===== src/rtl/awd_pkg.sv =====
package awd_pkg;
  localparam int ADDR_W  = 32;
  localparam int GRAN    = 16;
  localparam int FIELD_W = ADDR_W - GRAN;
  localparam int TGT_W   = 4;

  localparam logic [TGT_W-1:0] TGT_DRAM = 4'h0;
  localparam logic [TGT_W-1:0] TGT_PCIE = 4'h2;
  localparam logic [TGT_W-1:0] TGT_NONE = 4'hF;

  typedef enum logic [1:0] {
    SLOT_CTRL  = 2'd0,
    SLOT_SIZE  = 2'd1,
    SLOT_BASE  = 2'd2,
    SLOT_REMAP = 2'd3
  } slot_e;

  typedef struct packed {
    logic               en;
    logic [TGT_W-1:0]   tgt;
    logic [FIELD_W-1:0] size;
    logic [FIELD_W-1:0] base;
    logic [FIELD_W-1:0] remap;
  } win_cfg_t;
endpackage


===== src/rtl/awd_regfile.sv =====
module awd_regfile
  import awd_pkg::*;
#(
  parameter int NUM_WIN = 5,
  parameter int REG_AW  = 8
) (
  input  logic              clk_i,
  input  logic              rst_ni,
  input  logic              reg_valid_i,
  input  logic              reg_write_i,
  input  logic [REG_AW-1:0] reg_addr_i,
  input  logic [31:0]       reg_wdata_i,
  output logic              reg_ready_o,
  output logic              reg_rvalid_o,
  output logic [31:0]       reg_rdata_o,
  output win_cfg_t          cfg_o [NUM_WIN]
);
  localparam int WSEL_W = REG_AW - 4;

  logic [WSEL_W-1:0] wsel;
  slot_e             slot;
  logic              sel_ok, wr_en, rd_en;
  logic [31:0]       rd_word;
  logic [1:0]        addr_unused;
  logic [31:0]       wdata_unused;

  assign wsel         = reg_addr_i[REG_AW-1:4];
  assign slot         = slot_e'(reg_addr_i[3:2]);
  assign addr_unused  = reg_addr_i[1:0];
  assign wdata_unused = reg_wdata_i;
  assign sel_ok       = (32'(wsel) < NUM_WIN);
  assign wr_en        = reg_valid_i & reg_write_i & sel_ok;
  assign rd_en        = reg_valid_i & ~reg_write_i;
  assign reg_ready_o  = 1'b1;

  for (genvar w = 0; w < NUM_WIN; w++) begin : g_win
    win_cfg_t q;
    logic     me;
    assign me = wr_en && (wsel == WSEL_W'(w));

    always_ff @(posedge clk_i or negedge rst_ni) begin
      if (!rst_ni) q <= '0;
      else if (me) begin
        unique case (slot)
          SLOT_CTRL: begin
            q.en  <= reg_wdata_i[0];
            q.tgt <= reg_wdata_i[7:4];
          end
          SLOT_SIZE:  q.size  <= reg_wdata_i[FIELD_W-1:0];
          SLOT_BASE:  q.base  <= reg_wdata_i[FIELD_W-1:0];
          SLOT_REMAP: q.remap <= reg_wdata_i[31:GRAN];
          default: ;
        endcase
      end
    end
    assign cfg_o[w] = q;

    AST_CTRL_WR_LANDS: assert property (@(posedge clk_i) disable iff (!rst_ni)
      (reg_valid_i && reg_write_i && reg_addr_i[REG_AW-1:2] == (REG_AW-2)'(w*4))
      |=> (cfg_o[w].en == $past(reg_wdata_i[0]) && cfg_o[w].tgt == $past(reg_wdata_i[7:4])));
  end

  always_comb begin
    rd_word = '0;
    for (int w = 0; w < NUM_WIN; w++) begin
      if (sel_ok && wsel == WSEL_W'(w)) begin
        unique case (slot)
          SLOT_CTRL:  rd_word = {{(32-TGT_W-4){1'b0}}, cfg_o[w].tgt, 3'b000, cfg_o[w].en};
          SLOT_SIZE:  rd_word = {{(32-FIELD_W){1'b0}}, cfg_o[w].size};
          SLOT_BASE:  rd_word = {{(32-FIELD_W){1'b0}}, cfg_o[w].base};
          SLOT_REMAP: rd_word = {cfg_o[w].remap, {GRAN{1'b0}}};
          default:    rd_word = '0;
        endcase
      end
    end
  end

  always_ff @(posedge clk_i or negedge rst_ni) begin
    if (!rst_ni) begin
      reg_rvalid_o <= 1'b0;
      reg_rdata_o  <= '0;
    end else begin
      reg_rvalid_o <= rd_en;
      reg_rdata_o  <= rd_en ? rd_word : '0;
    end
  end

  AST_HOLE_READS_ZERO: assert property (@(posedge clk_i) disable iff (!rst_ni)
    (reg_valid_i && !reg_write_i && !sel_ok) |=> (reg_rdata_o == '0));
endmodule


===== src/rtl/awd_win_match.sv =====
module awd_win_match
  import awd_pkg::*;
(
  input  win_cfg_t           cfg_i,
  input  logic [FIELD_W-1:0] addr_hi_i,
  output logic               match_o,
  output logic [FIELD_W-1:0] xlat_hi_o
);
  logic size_ok;

  // a legal mask plus one has no bit in common with the mask
  assign size_ok   = ((cfg_i.size & (cfg_i.size + FIELD_W'(1))) == '0);
  assign match_o   = cfg_i.en & size_ok &
                     ((addr_hi_i & ~cfg_i.size) == (cfg_i.base & ~cfg_i.size));
  assign xlat_hi_o = (cfg_i.remap & ~cfg_i.size) | (addr_hi_i & cfg_i.size);
endmodule


===== src/rtl/awd_prio_sel.sv =====
module awd_prio_sel
  import awd_pkg::*;
#(
  parameter int NUM_WIN = 5,
  localparam int IDX_W  = (NUM_WIN > 1) ? $clog2(NUM_WIN) : 1
) (
  input  logic               clk_i,
  input  logic               rst_ni,
  input  logic [NUM_WIN-1:0] match_i,
  input  logic [TGT_W-1:0]   tgt_i  [NUM_WIN],
  input  logic [FIELD_W-1:0] xlat_i [NUM_WIN],
  output logic               hit_o,
  output logic [IDX_W-1:0]   idx_o,
  output logic [TGT_W-1:0]   tgt_o,
  output logic [FIELD_W-1:0] xlat_hi_o
);
  always_comb begin
    hit_o     = 1'b0;
    idx_o     = '0;
    tgt_o     = TGT_NONE;
    xlat_hi_o = '0;
    for (int w = NUM_WIN - 1; w >= 0; w--) begin
      if (match_i[w]) begin
        hit_o     = 1'b1;
        idx_o     = IDX_W'(w);
        tgt_o     = tgt_i[w];
        xlat_hi_o = xlat_i[w];
      end
    end
  end

  logic [NUM_WIN-1:0] below;
  always_comb
    for (int w = 0; w < NUM_WIN; w++) below[w] = (32'(idx_o) > w);

  AST_LOWEST_WINS: assert property (@(posedge clk_i) disable iff (!rst_ni)
    hit_o |-> ((match_i & below) == '0 && match_i[idx_o]));
  AST_MISS_NO_MATCH: assert property (@(posedge clk_i) disable iff (!rst_ni)
    !hit_o |-> (match_i == '0 && tgt_o == TGT_NONE));
endmodule


===== src/rtl/addr_window_decoder.sv =====
module addr_window_decoder
  import awd_pkg::*;
#(
  parameter int NUM_WIN = 5,
  parameter int REG_AW  = 8,
  localparam int IDX_W  = (NUM_WIN > 1) ? $clog2(NUM_WIN) : 1
) (
  input  logic              clk_i,
  input  logic              rst_ni,
  input  logic              reg_valid_i,
  input  logic              reg_write_i,
  input  logic [REG_AW-1:0] reg_addr_i,
  input  logic [31:0]       reg_wdata_i,
  output logic              reg_ready_o,
  output logic              reg_rvalid_o,
  output logic [31:0]       reg_rdata_o,
  input  logic [ADDR_W-1:0] addr_i,
  output logic              hit_o,
  output logic [TGT_W-1:0]  tgt_o,
  output logic [IDX_W-1:0]  win_o,
  output logic [ADDR_W-1:0] xaddr_o
);
  win_cfg_t           cfg    [NUM_WIN];
  logic [NUM_WIN-1:0] match;
  logic [TGT_W-1:0]   tgt    [NUM_WIN];
  logic [FIELD_W-1:0] xlat   [NUM_WIN];
  logic [FIELD_W-1:0] xlat_hi;

  awd_regfile #(.NUM_WIN(NUM_WIN), .REG_AW(REG_AW)) u_regs (
    .clk_i, .rst_ni, .reg_valid_i, .reg_write_i, .reg_addr_i, .reg_wdata_i,
    .reg_ready_o, .reg_rvalid_o, .reg_rdata_o, .cfg_o(cfg)
  );

  for (genvar w = 0; w < NUM_WIN; w++) begin : g_match
    awd_win_match u_match (
      .cfg_i(cfg[w]), .addr_hi_i(addr_i[ADDR_W-1:GRAN]),
      .match_o(match[w]), .xlat_hi_o(xlat[w])
    );
    assign tgt[w] = cfg[w].tgt;
  end

  awd_prio_sel #(.NUM_WIN(NUM_WIN)) u_prio (
    .clk_i, .rst_ni, .match_i(match), .tgt_i(tgt), .xlat_i(xlat),
    .hit_o, .idx_o(win_o), .tgt_o, .xlat_hi_o(xlat_hi)
  );

  assign xaddr_o = hit_o ? {xlat_hi, addr_i[GRAN-1:0]} : addr_i;

  AST_HIT_NEEDS_EN: assert property (@(posedge clk_i) disable iff (!rst_ni)
    hit_o |-> cfg[win_o].en);
  AST_HIT_MASK_LEGAL: assert property (@(posedge clk_i) disable iff (!rst_ni)
    hit_o |-> ((cfg[win_o].size & (cfg[win_o].size + FIELD_W'(1))) == '0));
  AST_OFFSET_KEPT: assert property (@(posedge clk_i) disable iff (!rst_ni)
    xaddr_o[GRAN-1:0] == addr_i[GRAN-1:0]);
  AST_MISS_PASSTHRU: assert property (@(posedge clk_i) disable iff (!rst_ni)
    !hit_o |-> (xaddr_o == addr_i && win_o == '0));
endmodule


===== config.mk =====
export PLATFORM = sky130hd
export DESIGN_NAME = addr_window_decoder
export DESIGN_NICKNAME = d
export VERILOG_FILES = /design/src/rtl/awd_pkg.sv /design/src/rtl/awd_regfile.sv /design/src/rtl/awd_win_match.sv /design/src/rtl/awd_prio_sel.sv /design/src/rtl/addr_window_decoder.sv
export SDC_FILE = /design/constraint.sdc
export NUM_CORES = 1
export LEC_CHECK = 0
export ABC_CLOCK_PERIOD_IN_PS = 3500
export BUFFER_PORTS_ARGS = -buffer_cell sky130_fd_sc_hd__buf_2
export CORE_AREA = 2 2 262 264
export CTS_BUF_LIST = sky130_fd_sc_hd__clkbuf_4 sky130_fd_sc_hd__clkbuf_8
export DETAILED_ROUTE_END_ITERATION = 16
export DIE_AREA = 0 0 264 266
export HOLD_SLACK_MARGIN = 0.1
export PLACE_DENSITY = 0.5
export SYNTH_ARGS = -nofsm -noshare
export SYNTH_HDL_FRONTEND = slang
export SYNTH_SLANG_ARGS = --single-unit

===== constraint.sdc =====
create_clock -name clk_i -period 3.5 [get_ports clk_i]
set_clock_uncertainty 0.2 [all_clocks]
set_input_delay 0.35 -clock clk_i [delete_from_list [all_inputs] [get_ports clk_i]]
set_output_delay 0.35 -clock clk_i [all_outputs]
set_load 0.05 [all_outputs]

==> results of run 1 <==
-- registers in the layout, indices dropped and copies added (netlist names) --
| register | count |
|---|---|
| u_regs.cfg_o | 265 |
| u_regs.reg_rdata_o | 32 |
| u_regs.reg_rvalid_o | 1 |
-- metrics by stage --
stage	area, µm²	util (%)	setup TNS [ps]	setup slack, ps
5_1_grt	22160	32.71	-12000	-614.8
4_1_cts	21670	31.98	-11360	-602.5
3_5_place_dp	19540	28.84	-3434	-225.4
3_3_place_gp	19540	28.84	-3424	-222.8
6_report	22160	32.71	-9753	-540.5
2_1_floorplan	16820	-	0	45.29
-- worst max path at each step --
stage	end	slack (ps)	cells past startpoint
6_report	xaddr_o[25]	-540	9
5_1_grt	xaddr_o[25]	-610	9
4_1_cts	xaddr_o[16]	-600	10
3_5_place_dp	xaddr_o[25]	-230	12
3_3_place_gp	xaddr_o[25]	-220	11
2_1_floorplan	xaddr_o[17]	50	10
-- cell usage in the layout (no fill, tap or decap), drive strengths merged, types with 19 or more instances in the layout --
cell / synthesis / final
xnor2: 69 / 69
a21oi: 26 / 26
o22ai: 51 / 51
mux2i: 67 / 67
buf: 69 / 339
o21ai: 46 / 46
dlygate4sd3: 0 / 35
clkbuf: 68 / 87
nor2: 83 / 83
nand2: 96 / 96
mux4: 19 / 19
nor3: 21 / 21
mux2: 284 / 284
a22oi: 73 / 73
dfrtp: 298 / 298
-- timing repair --
item,in CTS,in global routing
gates resized for setup,114,87
gates cloned,3,0
hold endpoints to repair,353,0
endpoints found under the setup margin,24,24
pin swaps,30,40
buffers inserted,14,8
hold buffers,35,0
-- Yosys cell counts (12+ instances only) --
library cell,count
clkbuf_1,68
buf_4,24
a22oi_1,73
a221oi_1,12
mux2i_1,67
o31ai_1,16
mux4_2,19
nand2_1,96
nor2_1,82
o21ai_0,42
nand3b_1,16
xnor2_1,69
buf_2,30
or3_1,15
inv_1,15
dfrtp_1,298
nand3_1,12
o22ai_1,51
mux2_2,284
a21oi_1,26
nor3_1,21
-- where the power goes --
| part | total [W] | switching [W] | internal, W |
|---|---|---|---|
| Clock | 0.00369 | 0.00156 | 0.00212 |
| Sequential | 0.00402 | 0.000314 | 0.00371 |
| Combinational | 0.00164 | 0.000870 | 0.000775 |
-- critical path, cell delays in order (launching register included) --
cell      delay (ps)
dfrtp_1          390
xnor2_1          160
buf_4            160
o22ai_2           60
or4_4            570
or4_4            650
a31oi_1          230
a221oi_2          80
or3_4            370
buf_8            170
-- final cells by class --
class,count,share of cell area [%]
multi-input combinational,1039,41.98
tap,882,4.980
inverter,16,0.2710
clock inverter,7,0.3952
sequential,298,33.68
antenna,1,0.01129
timing repair buffer,374,13.71
clock buffer,87,4.980
-- metal layers --
| layer | wire (µm) | share of wire [%] | vias to the layer above |
|---|---|---|---|
| li1 | - | - | 6066 |
| met1 | 29800 | 44 | 7179 |
| met2 | 30940 | 46 | 479 |
| met3 | 4083 | 6.1 | 123 |
| met4 | 2411 | 3.6 | 0 |
| met5 | 0 | 0 | - |
-- logic make-up (layout without fill, tap and decap cells) --
group                  count (synthesis)  after routing  synth area share (%)
multiplexers                         370            370                 25.70
other                                  1              2               0.02243
XOR/XNOR                              80             80                 4.190
AO/OA/AOI/OAI                        289            289                 12.13
flip-flops                           298            298                 44.60
AND/OR/NAND/NOR                      299            299                 8.830
buffers and inverters                153            484                 4.534
==> metrics.md, run 1 <==
| Metric | Value |
|---|---|
| Status | `complete, but fails checks` |
| Failing checks | `setup timing` |
| Setup ws final | `-540.5 ps` |
| Htree depth | `2` |
| Synth Area per Inst | `11.22 µm²` |
| Kind of start point of the critical path | `flop` |
| CTS Buf Count | `52` |
| Reg2reg start | `u_regs.cfg_o[85]` |
| # fillers | `6978` |
| Chip width | `264 µm` |
| Placer Congestion | `0.9019` |
| Final Non-Filler Cells | `2704` |
| Drt wl/cell | `24.87 µm` |
| Core box area | `67750 µm²` |
| Top cells by area, synth | `dfrtp_1 45%, mux2_2 19%, mux2i_1 4.0%` |
| DRC | `0` |
| Clock Tree Buf Depth | `3` |
| Fin Hold WS | `111.7 ps` |
| Max Cap Viol | `0` |
| First-pass GRT wire length | `98790 µm` |
| Vias in the first global route | `14.49k` |
| Achievable frequency | `247.5 MHz` |
| Initial DRT Pass Iterations | `6` |
| Worst hold path type | `input port to async pin` |
| Initial antenna violation count | `2` |
| Clk_lat worst skew | `650 ps` |
| Reg2Reg Setup Slack | `1330 ps` |
| GR Util met2 | `30.05%` |
| Worst Tran Pin Value | `862.3 ps` |
| Post-synthesis async set-or-reset flop share | `100.0%` |
| RSZ-0062 raised after global routing | `true` |
| Syn Std Cell Area | `16720 µm²` |
| Hpwl dp | `50220 µm` |
| Distinct cell type count after synthesis | `65` |
| Cell count after synthesis | `1490` |
| Antenna Nets Post-Route | `0` |
| R2R depth | `6` |
| Slew margin rel. | `42.51%` |
| Count of flip-flops with a built-in enable after synthesis | `0` |
| CTS tree | `done` |
| Post-synthesis sequential element count | `298` |
| # setup viols final | `24` |
| Post-synthesis sequential area ratio | `44.60%` |
| DP Cell Count | `2555` |
| Clock Sink Count | `298` |
| Largest net degree at the start of global routing | `95` |
| Crit path required time | `2950 ps` |
| Gr usage total | `18.97%` |
| Worst Path Class, Setup | `flop to output pin` |
| Met3 Track Usage GR | `3.420%` |
| # IOs | `150` |
| Crit end category | `output pin` |
| Pwr Total | `0.009352 W` |
| WP data arrival | `3490 ps` |
| Ys flop type | `dfrtp_1` |
| Max FO, Critical Path | `5` |
| Clk slew on worst S/H paths | `60 ps` |
| Iteration-0 DRC Markers | `890` |
| Share of cells above drive strength 1 | `47.12%` |
| Area growth syn-to-layout | `32.54%` |
| Worst setup path startpoint | `u_regs.cfg_o[134]` |
| CTS root buf | `clkbuf_8` |
| Die area | `70220 µm²` |
| Reg area | `7463 µm²` |
| Area of the multi-input gates | `9303 µm²` |
| # rows | `96` |
| Total grt overflow | `0` |
| Vias per inst | `5.121` |
| Die height | `266 µm` |
| Post-Route WL | `67240 µm` |
| Pwr per Cell Area | `422.0 nW/µm²` |
| Max rail drop VDD | `0.0001928 V` |
| Syn_nets | `1566` |
| Port Buf Inserts | `114` |
| Fin. Hold Viols | `0` |
| Share of the synthesized area in the top cell type | `44.60%` |
| Yosys top cell by area | `dfrtp_1` |
| Leak | `9.612 nW` |
| RR Endpoint | `u_regs.reg_rdata_o[0]` |
| Yosys Warn Count | `0` |
| Vias | `13.85k` |
| Initial Utilization | `24.68%` |
| Final period util | `115.4%` |
| # nets final | `1857` |
| Global routing's busiest layer | `met2` |
| Crit path time final | `4040 ps` |
| Fin. max-slew vios | `0` |
| Met1 Use GR | `25.66%` |
Power figures use the tool's default switching activity.
==> run 2, diff against run 1 <==
--- a/config.mk
+++ b/config.mk
@@ -7,12 +7,14 @@
 export LEC_CHECK = 0
 export ABC_CLOCK_PERIOD_IN_PS = 3500
 export BUFFER_PORTS_ARGS = -buffer_cell sky130_fd_sc_hd__buf_2
+export CAP_MARGIN = 20
 export CORE_AREA = 2 2 262 264
 export CTS_BUF_LIST = sky130_fd_sc_hd__clkbuf_4 sky130_fd_sc_hd__clkbuf_8
 export DETAILED_ROUTE_END_ITERATION = 16
 export DIE_AREA = 0 0 264 266
 export HOLD_SLACK_MARGIN = 0.1
 export PLACE_DENSITY = 0.5
+export SETUP_SLACK_MARGIN = 0.3
 export SYNTH_ARGS = -nofsm -noshare
 export SYNTH_HDL_FRONTEND = slang
 export SYNTH_SLANG_ARGS = --single-unit
==> metrics.md, run 2 (same netlist as run 1, synthesis figures left out) <==
| Metric | Value |
|---|---|
| Status | `complete, but fails checks` |
| Failing checks | `setup timing` |
| Net Sw Power | `0.002767 W` |
| CTS tree | `done` |
| Cell repeated most along the worst path | `or4_4` |
| Kind of start point of the critical path | `flop` |
| Hpwl dp | `50610 µm` |
| Worst path max stage delay | `600 ps` |
| Largest net degree at the start of global routing | `76` |
| Top Family by Delay on Critical Path | `simple AND/OR/NAND/NOR gates` |
| Worst hold path type | `input port to async pin` |
| WP data arrival | `3500 ps` |
| # nets final | `1866` |
| Vias per inst | `5.122` |
| Htree depth | `2` |
| Worst Tran Pin Value | `732.8 ps` |
| Reg area | `7468 µm²` |
| Internal power | `0.006644 W` |
| CTS Buf Count | `51` |
| Fin Hold WS | `106.8 ps` |
| Worst Path Class, Setup | `flop to output pin` |
| Share of cells above drive strength 1 | `47.54%` |
| Initial DRT Pass Iterations | `6` |
| Crit end category | `output pin` |
| Crit path buf inv count | `1` |
| DP Cell Count | `2555` |
| Port Buf Inserts | `114` |
| CTS root buf | `clkbuf_8` |
| Max FO, Critical Path | `5` |
| Commonest cells after routing, fill and taps aside | `289 x dfrtp_1, 284 x mux2_2, 202 x buf_4, 93 x nand2_1, 89 x buf_2` |
| Clk slew on worst S/H paths | `60 ps` |
| Fin. Hold Viols | `0` |
| Part of the power in registers | `42.8%` |
| Antenna Nets Post-Route | `0` |
| # setup viols final | `24` |
| # IOs | `150` |
| Post-Route WL | `67740 µm` |
| Clock Sink Count | `298` |
| Drt wl/cell | `24.97 µm` |
| Post-layout util | `33.01%` |
| Max reg flops | `265` |
| Cell chain of the critical path | `o32a_1 > or4_4 > or4_4 > a31oi_4 > a221oi_4 > or3_4 > buf_8` |
| # rows | `96` |
| Final period util | `115.7%` |
| Die area | `70220 µm²` |
| First-pass GRT wire length | `97980 µm` |
| Area growth syn-to-layout | `33.74%` |
| Setup_tns | `-10740 ps` |
| Dpl ws | `-201.9 ps` |
| Pwr per Cell Area | `420.8 nW/µm²` |
| Initial Utilization | `24.68%` |
| Chip width | `264 µm` |
| Max rail drop VDD | `0.0002147 V` |
| Most common cell after layout, fill and taps aside | `dfrtp_1` |
| Slew margin rel. | `50.96%` |
| Crit path required time | `2950 ps` |
| Max Cap Viol | `0` |
| Critical path's slowest cell | `or4_4` |
| Setup ws final | `-551.2 ps` |
| Clock Tree Buf Depth | `3` |
| Comb pwr share | `17.7%` |
| Clk_lat worst skew | `650 ps` |
| Fin. max-slew vios | `0` |
| Die height | `266 µm` |
| Gr usage total | `18.88%` |
| Initial antenna violation count | `1` |
| Core box area | `67750 µm²` |
| Crit path time final | `4051 ps` |
| Iteration-0 DRC Markers | `1235` |
| Leak | `9.769 nW` |
| # fillers | `6955` |
| Total grt overflow | `0` |
| Clock power share | `39.5%` |
| Achievable frequency | `246.8 MHz` |
| Placer Congestion | `0.9193` |
| Vias in the first global route | `14.25k` |
| RSZ-0062 raised after global routing | `true` |
| Final Non-Filler Cells | `2713` |
| Switching share of total power | `29.40%` |
| Vias | `13.90k` |
| Area of the multi-input gates | `9294 µm²` |
| DRC | `0` |
-- run 2: changes by cell type in the layout (fill, tap and decap cells not counted), sizes merged --
cell	before	now
clkbuf	87	80
dlygate4sd3	35	36
buf	339	346
clkinv	4	11
clkinvlp	1	0
bufinv	2	4
-- run 2: cell type report --
type                       count  share of cell area, %
clock buffer                  78                  4.549
timing repair buffer         384                  14.48
inverter                      16                 0.2686
multi-input combinational   1039                  41.56
antenna                        1                0.01119
tap                          882                  4.935
sequential                   298                  33.40
clock inverter                15                 0.8001
-- run 2: what timing repair did --
action	CTS	global route
gates resized for setup	88	62
endpoints found under the hold margin	509	0
cloned	1	2
hold buffers	36	0
pin swaps	19	32
setup endpoints to repair	24	24
buffers inserted	16	9
-- run 2: layer usage --
metal	wire [µm]	global-route usage, %	vias to the layer above
li1	-	-	6087
met1	29690	25.83	7164
met2	31700	30.42	516
met3	4116	2.782	129
met4	2232	6.542	0
met5	0	0	-
-- run 2: path summary, 6_finish.rpt --
kind                                    from  slack (ps)  cells past startpoint                      to
setup reg to reg            u_regs.cfg_o[85]        1330                      6   u_regs.reg_rdata_o[0]
min in group clk_i             reg_addr_i[6]         210                      4   u_regs.reg_rdata_o[6]
hold reg to reg             u_regs.cfg_o[66]         330                      1        u_regs.cfg_o[66]
hold / removal                        rst_ni         110                      2  u_regs.reg_rdata_o[18]
max in group asynchronous             rst_ni        2110                      3       u_regs.cfg_o[144]
setup / recovery           u_regs.cfg_o[150]        -550                      7             xaddr_o[25]
-- run 2: power groups by stage --
stage	Combinational, W	Sequential, W	Clock [W]
finish	0.00167	0.00403	0.00372
global route	0.00177	0.00405	0.00394
CTS	0.00162	0.00402	0.00380
detailed placement	0.00153	0.00408	0
global placement	0.00151	0.00407	0
floorplan	0.000890	0.00397	0
-- run 2: worst reg2reg max path: cells and delay by family (launching register included) --
kind,cells,cell delay [ps]
and+or+nand+nor,1,80
buffers and inverters,1,180
AOI/OAI and AO/OA,4,1140
DFF,1,460
-- run 2: metrics by stage --
stage                     total power [W]  instance area [µm²]
after CTS                        0.009430                21930
after detailed placement         0.005612                19850
after global placement           0.005582                19850
after global routing             0.009757                22360
after floorplan                  0.004858                17000
final                            0.009411                22360
==> run 3, diff against run 2 <==
--- a/config.mk
+++ b/config.mk
@@ -5,7 +5,7 @@
 export SDC_FILE = /design/constraint.sdc
 export NUM_CORES = 1
 export LEC_CHECK = 0
-export ABC_CLOCK_PERIOD_IN_PS = 3500
+export ABC_CLOCK_PERIOD_IN_PS = 3700
 export BUFFER_PORTS_ARGS = -buffer_cell sky130_fd_sc_hd__buf_2
 export CAP_MARGIN = 20
 export CORE_AREA = 2 2 262 264
@@ -13,7 +13,7 @@
 export DETAILED_ROUTE_END_ITERATION = 16
 export DIE_AREA = 0 0 264 266
 export HOLD_SLACK_MARGIN = 0.1
-export PLACE_DENSITY = 0.5
+export PLACE_DENSITY = 0.51
 export SETUP_SLACK_MARGIN = 0.3
 export SYNTH_ARGS = -nofsm -noshare
 export SYNTH_HDL_FRONTEND = slang
==> constraint.sdc (replaced) <==
create_clock -name clk_i -period 3.7 [get_ports clk_i]
set_clock_uncertainty 0.2 [all_clocks]
set_input_delay 0.37 -clock clk_i [delete_from_list [all_inputs] [get_ports clk_i]]
set_output_delay 0.37 -clock clk_i [all_outputs]
set_load 0.05 [all_outputs]
==> metrics.md, run 3 (same netlist as run 1, synthesis figures left out) <==
| Metric | Value |
|---|---|
| Crit path buf inv count | `4` |
| Post-Route WL | `66870 µm` |
| Max Cap Viol | `0` |
| Worst Tran Pin Value | `856.1 ps` |
| Leak | `9.248 nW` |
| Die height | `266 µm` |
| RSZ-0062 raised after global routing | `true` |
| Achievable frequency | `248.0 MHz` |
| Port Buf Inserts | `114` |
| Failing checks | `setup timing` |
| Top Family by Delay on Critical Path | `simple AND/OR/NAND/NOR gates` |
| Placed instance area | `18980 µm²` |
| Crit path time final | `4032 ps` |
| Iteration-0 DRC Markers | `968` |
| Critical path's slowest cell | `dfrtp_1` |
| Clock Tree Buf Depth | `3` |
| Fin. max-slew vios | `0` |
| DRC | `0` |
| Max FO, Critical Path | `7` |
| Kind of start point of the critical path | `flop` |
| Stages on worst setup path | `12` |
| Most common cell after layout, fill and taps aside | `dfrtp_1` |
| Worst setup path startpoint | `u_regs.cfg_o[181]` |
| Placer Congestion | `0.9019` |
| R2R depth | `6` |
| Drt wl/cell | `25.46 µm` |
| First-pass GRT wire length | `96590 µm` |
| Comb pwr share | `15.5%` |
| Initial antenna violation count | `1` |
| # nets final | `1779` |
| Fin Hold WS | `149.8 ps` |
| Vias in the first global route | `13.90k` |
| Pwr Total | `0.008915 W` |
| Share of cells above drive strength 1 | `44.52%` |
| Setup crit end | `xaddr_o[17]` |
| CTS Buf Count | `52` |
| Area growth syn-to-layout | `29.32%` |
| Reg2reg start | `u_regs.cfg_o[85]` |
| Worst path max stage delay | `400 ps` |
| Initial DRT Pass Iterations | `5` |
| Status | `complete, but fails checks` |
| Cell chain of the critical path | `xnor2_1 > o22ai_1 > nor4_2 > o2111ai_2 > nor4_4 > buf_4 > or4_4 > buf_16 > buf_12 > a21oi_4 > a211oi_4 > buf_6` |
| Max rail drop VDD | `0.0001987 V` |
| CTS tree | `done` |
| Worst Path Class, Setup | `flop to output pin` |
| Chip width | `264 µm` |
| CTS root buf | `clkbuf_8` |
| WP data arrival | `3460 ps` |
| # IOs | `150` |
| Vias | `13.72k` |
| Commonest cells after routing, fill and taps aside | `290 x dfrtp_1, 284 x mux2_2, 118 x buf_4, 94 x nand2_1, 89 x buf_2` |
| Initial Utilization | `24.68%` |
| Clock power share | `41.1%` |
| Post-layout util | `31.92%` |
| Pwr per Cell Area | `412.3 nW/µm²` |
| Dpl ws | `-19.31 ps` |
| Clock Sink Count | `298` |
| Part of the power in registers | `43.4%` |
| Max reg flops | `265` |
| Die area | `70220 µm²` |
| Setup ws final | `-331.8 ps` |
| Slew margin rel. | `42.74%` |
| Core box area | `67750 µm²` |
| # rows | `96` |
| Post-route cell area | `21620 µm²` |
| Switching share of total power | `29.04%` |
| Largest net degree at the start of global routing | `90` |
| Clk slew on worst S/H paths | `70 ps` |
| Internal power | `0.006325 W` |
| Vias per inst | `5.223` |
| Antenna Nets Post-Route | `0` |
| Reg2Reg Setup Slack | `1410 ps` |
| Crit path required time | `3130 ps` |
| Htree depth | `2` |
| Clk_lat worst skew | `650 ps` |
| Final period util | `109.0%` |
| RR Endpoint | `u_regs.reg_rdata_o[0]` |
| Worst hold path type | `input port to flop` |
| Fin. Hold Viols | `0` |
| # setup viols final | `21` |
| Net Sw Power | `0.002589 W` |
| Hpwl dp | `48880 µm` |
| Crit end category | `output pin` |
| Total grt overflow | `0` |
| Gr usage total | `18.61%` |
==> run 3: cell count changes in the layout (fill, tap and decap cells not counted), moves of 3 or more <==
cell	before	now
xnor2_1	63	59
o32ai_2	0	4
buf_4	202	118
o31ai_2	5	11
o32ai_4	5	1
or3_1	6	10
buf_12	26	20
clkinv_2	10	7
or3_4	9	5
o21ai_1	2	6
a21oi_2	10	7
clkbuf_8	69	72
xnor2_2	6	10
o31ai_1	11	3
==> run 3: per-layer routing <==
metal | global-route usage, % | vias to the layer above | part of all wire (%)
met5 | 0 | - | 0
met4 | 6.726 | 0 | 3.4
met3 | 2.994 | 124 | 6.0
met2 | 29.54 | 552 | 46
met1 | 25.57 | 7135 | 44
li1 | - | 5904 | -
==> run 3: power by group through the flow <==
stage	Sequential [W]	Combinational [W]	Clock [W]
6_report	0.00387	0.00138	0.00366
5_1_grt	0.00389	0.00147	0.00385
4_1_cts	0.00386	0.00135	0.00371
3_5_place_dp	0.00391	0.00128	0
3_3_place_gp	0.00389	0.00126	0
2_1_floorplan	0.00375	0.000838	0
==> run 3: area by class of cell <==
class / count / area, µm²
antenna: 1 / 2.502
clock buffer: 82 / 1066
clock inverter: 12 / 185.2
fill: 6952 / 46120
inverter: 16 / 60.06
multi-input combinational: 1039 / 9208
sequential: 298 / 7467
tap: 882 / 1104
timing repair buffer: 296 / 2531
==> run 3: worst register-to-register path, stage by stage (launching register included) <==
cell      delay (ps)
dfrtp_1          450
inv_1            190
o221ai_1         170
o211ai_1         180
o21ai_0          210
a222oi_1         650
nor2_1           100
==> run 3: worst min path at each step <==
stage | startpoint | end | slack (ps) | cells past startpoint
after global placement | rst_ni | u_regs.reg_rdata_o[20] | 180 | 1
after detailed placement | rst_ni | u_regs.reg_rdata_o[20] | 180 | 1
after floorplan | rst_ni | u_regs.cfg_o[0] | -130 | 0
after global routing | reg_write_i | u_regs.reg_rdata_o[4] | 170 | 4
after CTS | reg_write_i | u_regs.reg_rdata_o[5] | 120 | 4
final | reg_write_i | u_regs.reg_rdata_o[5] | 150 | 4
==> run 3: metrics by stage <==
stage	std cells	TNS, ps
final	2626	-5909
after global routing	2626	-8571
after CTS	2608	-6537
after detailed placement	2465	-19.31
after global placement	2465	-5.580
after floorplan	1490	0
==> run 3: repair_timing <==
action,in CTS,in global routing
gates cloned,2,0
endpoints found under the hold margin,513,0
pin swaps,19,25
buffers inserted,10,17
hold buffers,37,0
setup endpoints to repair,24,24
resized for setup,105,55
